===== src/rtl/brd_pkg.sv =====
package brd_pkg;
   typedef enum logic [1:0] {
      SRC_CORE   = 2'd0,
      SRC_SPRITE = 2'd1,
      SRC_SAMPLE = 2'd2
   } src_t;
endpackage


===== src/rtl/brd_addr_mux.sv =====
// Internal address multiplexer: one of three sources owns the bus per cycle.
module brd_addr_mux #(
   parameter int AW           = 16,
   parameter bit SAMPLE_FIRST = 1'b1
) (
   input  logic [AW-1:0]    core_addr,
   input  logic             core_rd,
   input  logic [AW-1:0]    spr_addr,
   input  logic             spr_rd,
   input  logic             spr_grant,
   input  logic [AW-1:0]    smp_addr,
   input  logic             smp_rd,
   input  logic             smp_grant,
   output logic [AW-1:0]    bus_addr,
   output logic             bus_rd,
   output brd_pkg::src_t    bus_src
);
   import brd_pkg::*;

   generate
      if (SAMPLE_FIRST) begin : g_sample_first
         always_comb begin
            if (smp_grant) begin
               bus_addr = smp_addr;
               bus_rd   = smp_rd;
               bus_src  = SRC_SAMPLE;
            end else if (spr_grant) begin
               bus_addr = spr_addr;
               bus_rd   = spr_rd;
               bus_src  = SRC_SPRITE;
            end else begin
               bus_addr = core_addr;
               bus_rd   = core_rd;
               bus_src  = SRC_CORE;
            end
         end
      end else begin : g_sprite_first
         always_comb begin
            if (spr_grant) begin
               bus_addr = spr_addr;
               bus_rd   = spr_rd;
               bus_src  = SRC_SPRITE;
            end else if (smp_grant) begin
               bus_addr = smp_addr;
               bus_rd   = smp_rd;
               bus_src  = SRC_SAMPLE;
            end else begin
               bus_addr = core_addr;
               bus_rd   = core_rd;
               bus_src  = SRC_CORE;
            end
         end
      end
   endgenerate
endmodule


===== src/rtl/brd_sel_decode.sv =====
// Window check on the core address, register select from the bus address.
module brd_sel_decode #(
   parameter int            AW         = 16,
   parameter int            SW         = 5,
   parameter logic [AW-1:0] REG_BASE   = 16'h4000,
   parameter logic [SW-1:0] STATUS_SEL = 5'h15,
   parameter logic [SW-1:0] PAD0_SEL   = 5'h16,
   parameter logic [SW-1:0] PAD1_SEL   = 5'h17
) (
   input  logic          clk,
   input  logic          rst_n,
   input  logic [AW-1:0] core_addr,
   input  logic [AW-1:0] bus_addr,
   input  logic          bus_rd,
   input  logic          test_pin,
   output logic          in_window,
   output logic          pad0,
   output logic          pad1,
   output logic          isolate,
   output logic          status_hit
);
   localparam int HW = AW - SW;

   logic [SW-1:0] sel;
   logic          live;

   assign in_window  = (core_addr[AW-1:SW] == REG_BASE[AW-1:SW]);
   assign sel        = bus_addr[SW-1:0];
   assign live       = bus_rd & in_window;
   assign pad0       = live & (sel == PAD0_SEL);
   assign pad1       = live & (sel == PAD1_SEL);
   assign status_hit = live & (sel == STATUS_SEL);
   assign isolate    = live & (test_pin | (sel == STATUS_SEL));

   initial begin
      assert (HW > 0) else $error("window field must be non-empty");
   end

   assert_pads_onehot_R4: assert property (@(posedge clk) disable iff (!rst_n)
      $onehot0({pad0, pad1}));

   assert_pad_needs_read_R11: assert property (@(posedge clk) disable iff (!rst_n)
      (pad0 || pad1 || isolate) |-> bus_rd);

   assert_test_isolates_R6: assert property (@(posedge clk) disable iff (!rst_n)
      (bus_rd && test_pin && core_addr[AW-1:SW] == REG_BASE[AW-1:SW]) |-> isolate);
endmodule


===== src/rtl/brd_data_path.sv =====
// Internal data selection and external open-bus latch.
module brd_data_path #(
   parameter int            DW        = 8,
   parameter logic [DW-1:0] TEST_FILL = '0
) (
   input  logic          clk,
   input  logic          rst_n,
   input  logic          bus_rd,
   input  logic          isolate,
   input  logic          status_hit,
   input  logic [DW-1:0] ext_data,
   input  logic [DW-1:0] status_data,
   output logic [DW-1:0] int_data,
   output logic [DW-1:0] openbus_q
);
   always_comb begin
      if (!isolate)        int_data = ext_data;
      else if (status_hit) int_data = status_data;
      else                 int_data = TEST_FILL;
   end

   always_ff @(posedge clk or negedge rst_n) begin
      if (!rst_n)                  openbus_q <= '0;
      else if (bus_rd && !isolate) openbus_q <= ext_data;
   end

   assert_openbus_hold_R8: assert property (@(posedge clk) disable iff (!rst_n)
      isolate |=> $stable(openbus_q));

   assert_openbus_load_R7: assert property (@(posedge clk) disable iff (!rst_n)
      (bus_rd && !isolate) |=> (openbus_q == $past(ext_data)));

   assert_status_data_R5: assert property (@(posedge clk) disable iff (!rst_n)
      status_hit |-> (int_data == status_data));
endmodule


===== src/rtl/brd_read_decoder.sv =====
module brd_read_decoder #(
   parameter int            AW           = 16,
   parameter int            DW           = 8,
   parameter int            SW           = 5,
   parameter logic [AW-1:0] REG_BASE     = 16'h4000,
   parameter logic [SW-1:0] STATUS_SEL   = 5'h15,
   parameter logic [SW-1:0] PAD0_SEL     = 5'h16,
   parameter logic [SW-1:0] PAD1_SEL     = 5'h17,
   parameter logic [DW-1:0] TEST_FILL    = '0,
   parameter bit            SAMPLE_FIRST = 1'b1
) (
   input  logic          clk,
   input  logic          rst_n,
   input  logic [AW-1:0] core_addr,
   input  logic          core_rd,
   input  logic [AW-1:0] spr_addr,
   input  logic          spr_rd,
   input  logic          spr_grant,
   input  logic [AW-1:0] smp_addr,
   input  logic          smp_rd,
   input  logic          smp_grant,
   input  logic          test_pin,
   input  logic [DW-1:0] ext_data,
   input  logic [DW-1:0] status_data,
   output logic [DW-1:0] int_data,
   output logic          pad_clk0,
   output logic          pad_clk1,
   output logic          isolate,
   output logic          conflict,
   output logic [DW-1:0] openbus_q
);
   logic [AW-1:0]  bus_addr;
   logic           bus_rd;
   brd_pkg::src_t  bus_src;
   logic           in_window;
   logic           status_hit;

   initial begin
      assert (SW < AW) else $error("select width must be below address width");
      assert (DW > 0) else $error("data width must be positive");
      assert (STATUS_SEL != PAD0_SEL && STATUS_SEL != PAD1_SEL && PAD0_SEL != PAD1_SEL)
         else $error("register selects must differ");
   end

   brd_addr_mux #(.AW(AW), .SAMPLE_FIRST(SAMPLE_FIRST)) u_mux (
      .core_addr(core_addr), .core_rd(core_rd),
      .spr_addr(spr_addr), .spr_rd(spr_rd), .spr_grant(spr_grant),
      .smp_addr(smp_addr), .smp_rd(smp_rd), .smp_grant(smp_grant),
      .bus_addr(bus_addr), .bus_rd(bus_rd), .bus_src(bus_src)
   );

   brd_sel_decode #(
      .AW(AW), .SW(SW), .REG_BASE(REG_BASE), .STATUS_SEL(STATUS_SEL),
      .PAD0_SEL(PAD0_SEL), .PAD1_SEL(PAD1_SEL)
   ) u_dec (
      .clk(clk), .rst_n(rst_n), .core_addr(core_addr), .bus_addr(bus_addr),
      .bus_rd(bus_rd), .test_pin(test_pin), .in_window(in_window),
      .pad0(pad_clk0), .pad1(pad_clk1), .isolate(isolate), .status_hit(status_hit)
   );

   brd_data_path #(.DW(DW), .TEST_FILL(TEST_FILL)) u_data (
      .clk(clk), .rst_n(rst_n), .bus_rd(bus_rd), .isolate(isolate),
      .status_hit(status_hit), .ext_data(ext_data), .status_data(status_data),
      .int_data(int_data), .openbus_q(openbus_q)
   );

   assign conflict = (pad_clk0 | pad_clk1) & ~isolate;

   assert_conflict_passthru_R9: assert property (@(posedge clk) disable iff (!rst_n)
      conflict |-> (int_data == ext_data));

   assert_no_strobe_outside_R2: assert property (@(posedge clk) disable iff (!rst_n)
      (pad_clk0 || pad_clk1 || isolate) |-> (core_addr[AW-1:SW] == REG_BASE[AW-1:SW]));

   assert_sample_owns_R1: assert property (@(posedge clk) disable iff (!rst_n)
      (SAMPLE_FIRST && smp_grant) |-> (bus_src == brd_pkg::SRC_SAMPLE && bus_rd == smp_rd));

   assert_window_unused_R3: assert property (@(posedge clk) disable iff (!rst_n)
      1'b1 |-> (in_window == (core_addr[AW-1:SW] == REG_BASE[AW-1:SW])));
endmodule


===== config.mk =====
export PLATFORM = sky130hd
export DESIGN_NAME = brd_read_decoder
export DESIGN_NICKNAME = d
export VERILOG_FILES = /design/src/rtl/brd_pkg.sv /design/src/rtl/brd_addr_mux.sv /design/src/rtl/brd_sel_decode.sv /design/src/rtl/brd_data_path.sv /design/src/rtl/brd_read_decoder.sv
export SDC_FILE = /design/constraint.sdc
export NUM_CORES = 1
export LEC_CHECK = 0
export ABC_CLOCK_PERIOD_IN_PS = 1900
export BUFFER_PORTS_ARGS = -buffer_cell sky130_fd_sc_hd__buf_2
export CAP_MARGIN = 30
export CORE_MARGIN = 1
export CORE_UTILIZATION = 32
export DETAILED_ROUTE_END_ITERATION = 10
export PLACE_DENSITY = 0.8
export SLEW_MARGIN = 20
export SYNTH_ARGS = -nofsm -noshare
export SYNTH_HDL_FRONTEND = slang
export SYNTH_SLANG_ARGS = --single-unit
export TNS_END_PERCENT = 1

===== constraint.sdc =====
create_clock -name clk -period 1.9 [get_ports clk]
set_input_delay 0.19 -clock clk [delete_from_list [all_inputs] [get_ports clk]]
set_output_delay 0.19 -clock clk [all_outputs]
set_load 0.005 [all_outputs]

==> results_dict.tcl <==
set metrics [dict create \
    final_util_pct 55.70 \
    ioPinCount 92 \
    cts_setup_buffers 0 \
    seqCellArea_sq_um 200.2 \
    slew_viol_final 0 \
    worst_pin_slew_ns 0.3995 \
    worstPathMaxFanout 9 \
    power.total_uw 506.3 \
    p_leak_nw 0.6112 \
    overflow 0 \
    num_rows 16 \
    setup_slack_ns 0.1031 \
    cp_cell_sequence "buf_2, nor4b_2, nand3_1, a21oi_2, buf_4, o21ai_4, a22o_1, buf_2" \
    core_sq_um 2042 \
    antenna_cells 0 \
    dpl_cell_area_sq_um 1091 \
    worstPathArrival_ns 1.61 \
    end_kind "output pin" \
    finalSetupTns_ns 0 \
    vias 908 \
    fp.dieW_um 49.71 \
    antenna_found_initial 0 \
    fmax_mhz 556.5 \
    start_util_pct 35.66 \
    p_per_area_nw_per_um2 445.2 \
    clk_latency_ns 0.24 \
    synthToLayoutAreaGrowth_pct 56.19 \
    syn_inst 82 \
    whs_ns 0.2134 \
    clk_pin_slew_ns 0.04 \
    fillers 199 \
    synth_top_area_share_pct 27.49 \
    placed_cells 176 \
    io_buffers 69 \
    synthesis.area_sq_um 728.2 \
    cts_root_buf "clkbuf_4" \
    dp_slack_ns 0.008689 \
    setup_viol 0 \
    drc 0 \
    track_usage_pct 17.98 \
    hold_viol_final 0 \
    cp-start-kind "input pin" \
    yosys.area.top_type "dfrtp_1" \
    dieArea_sq_um 2471 \
    reg_top3 "u_data.openbus_q: 8 flops" \
    synth_area_leaders "dfrtp_1 27%, o211ai_1 16%, a22o_1 9.6%" \
    max_slew_margin_pct 73.19 \
    period_minus_slack_ns 1.797 \
    multi_input_area_sq_um 499.2 \
    wire_per_inst_um 12.17 \
    synth_most_common_cell "o211ai_1" \
    die_h_um 49.71 \
    cts_sinks 8 \
    first_iter_violations 9 \
    path_class "in2out" \
    final_antenna_net_count 0 \
    synth_common_cells "16 x o211ai_1, 15 x nand2_1, 8 x a22o_1, 8 x dfrtp_1, 4 x nor2_1" \
    cts_buffers 3 \
    skew_ns 0 \
    synth-seq-area-share_pct 27.49 \
    synth_edf_count 0 \
    routed_wl_um 2190 \
    final_cell_area_sq_um 1137 \
    synth_seq_cells 8 \
    min_period_over_period_pct 94.58 \
    htree_levels 1 \
    grt_max_degree 11 \
    yosys_warnings 0 \
    synth_nets 154 \
    first_global_vias 864 \
    wl_met2_um 1135 \
    cts_tree "built" \
    met3_length_um 137 \
    nets 227 \
    top_register "u_data.openbus_q" \
    viasPerCell 5.044 \
    met1Wirelength_um 880 \
    hold_class "in2reg" \
    synthArstFlopShare_pct 100.0 \
    status "finished clean" \
    drv_cap 0 \
    synthFlopType "dfrtp_1" \
    cp_data_required_time_ns 1.71 \
    cts_buffer_depth 2 \
    instances_no_fill 180 \
    largest_reg_flops 8 \
    max_stage_delay_ns 0.33 \
    synth_cell_types 30 \
    rsz0062_at_grt "no" \
    dr.pass1.iters 4 \
    crit_path_frequent_cell "buf_2" \
    grt_pass1_wl_um 3477 \
    maxUsedRoutingLayer "met4" \
    syn_avg_cell_area_sq_um 8.880 \
    place_congestion 0.7481 \
    drive_gt1_share_pct 54.90 \
    ir_drop_mv 0.2293 \
    slowest_stage "nor4b_2" \
    hpwl_um 1911 \
]
worst max-delay path, delay by kind of cell:
kind	cells	cell delay, ns
and+or+nand+nor	2	0.53
AOI/OAI and AO/OA	3	0.51
buffers and inverters	3	0.36
final cells by class:
type / count / area share, %
Clock buffer: 3 / 1.980
Inverter: 3 / 0.9901
Multi-Input combinational cell: 67 / 43.89
Sequential cell: 8 / 17.60
Tap cell: 27 / 2.970
Timing Repair Buffer: 72 / 32.56
kinds of logic after synthesis:
| kind of cell | Yosys count | share of synthesized area (%) |
|---|---|---|
| flops | 8 | 27.49 |
| buf+inv | 7 | 5.840 |
| mux | 3 | 4.296 |
| simple gates | 29 | 21.99 |
| compound gates | 35 | 40.38 |
placed cells by master, fill, tap and decap left out, drive strengths merged, types with 2 or more instances in the layout:
master / Yosys / routed
buf: 3 / 71
o211ai: 16 / 16
nand2: 16 / 16
a22o: 8 / 8
dfrtp: 8 / 8
nor2: 4 / 4
clkbuf: 1 / 3
a21oi: 3 / 3
inv: 3 / 3
o21ai: 3 / 3
mux2i: 2 / 2
o21a: 2 / 2
nand3: 2 / 2
nor4b: 2 / 2
per-layer routing:
| metal | global-route usage (%) | vias to the layer above |
|---|---|---|
| met1 | 20.68 | 390 |
| met2 | 31.98 | 49 |
| met5 | 0 | - |
| met4 | 9.524 | 0 |
| met3 | 2.160 | 4 |
| li1 | - | 465 |
path summary, 6_finish.rpt:
check                           slack, ns  cells after the start                         endpoint                            start
max in group asynchronous            1.44                      2  u_data.openbus_q[3]$_DFFE_PN0P_                            rst_n
worst max-delay path                 0.10                      8                      int_data[2]                     core_addr[9]
min in group asynchronous            0.31                      2  u_data.openbus_q[5]$_DFFE_PN0P_                            rst_n
worst max register to register       1.23                      2  u_data.openbus_q[5]$_DFFE_PN0P_  u_data.openbus_q[5]$_DFFE_PN0P_
worst min-delay path                 0.21                      3  u_data.openbus_q[6]$_DFFE_PN0P_                      ext_data[6]
worst min register to register       0.52                      2  u_data.openbus_q[4]$_DFFE_PN0P_  u_data.openbus_q[4]$_DFFE_PN0P_
power breakdown:
group / internal (mW) / leakage, nW / switching, mW
clock: 0.0715 / 0.0138 / 0.0462
combinational: 0.0946 / 0.497 / 0.0900
sequential: 0.192 / 0.100 / 0.0117
total: 0.358 / 0.611 / 0.148
timing repair:
item | 4_1_cts | 5_1_grt
endpoints found under the hold margin | 8 | 0
resized for setup | 0 | 3
hold buffers | 1 | 0
endpoints found under the setup margin | 0 | 8
Note: power is estimated with default switching activity, not from simulation.
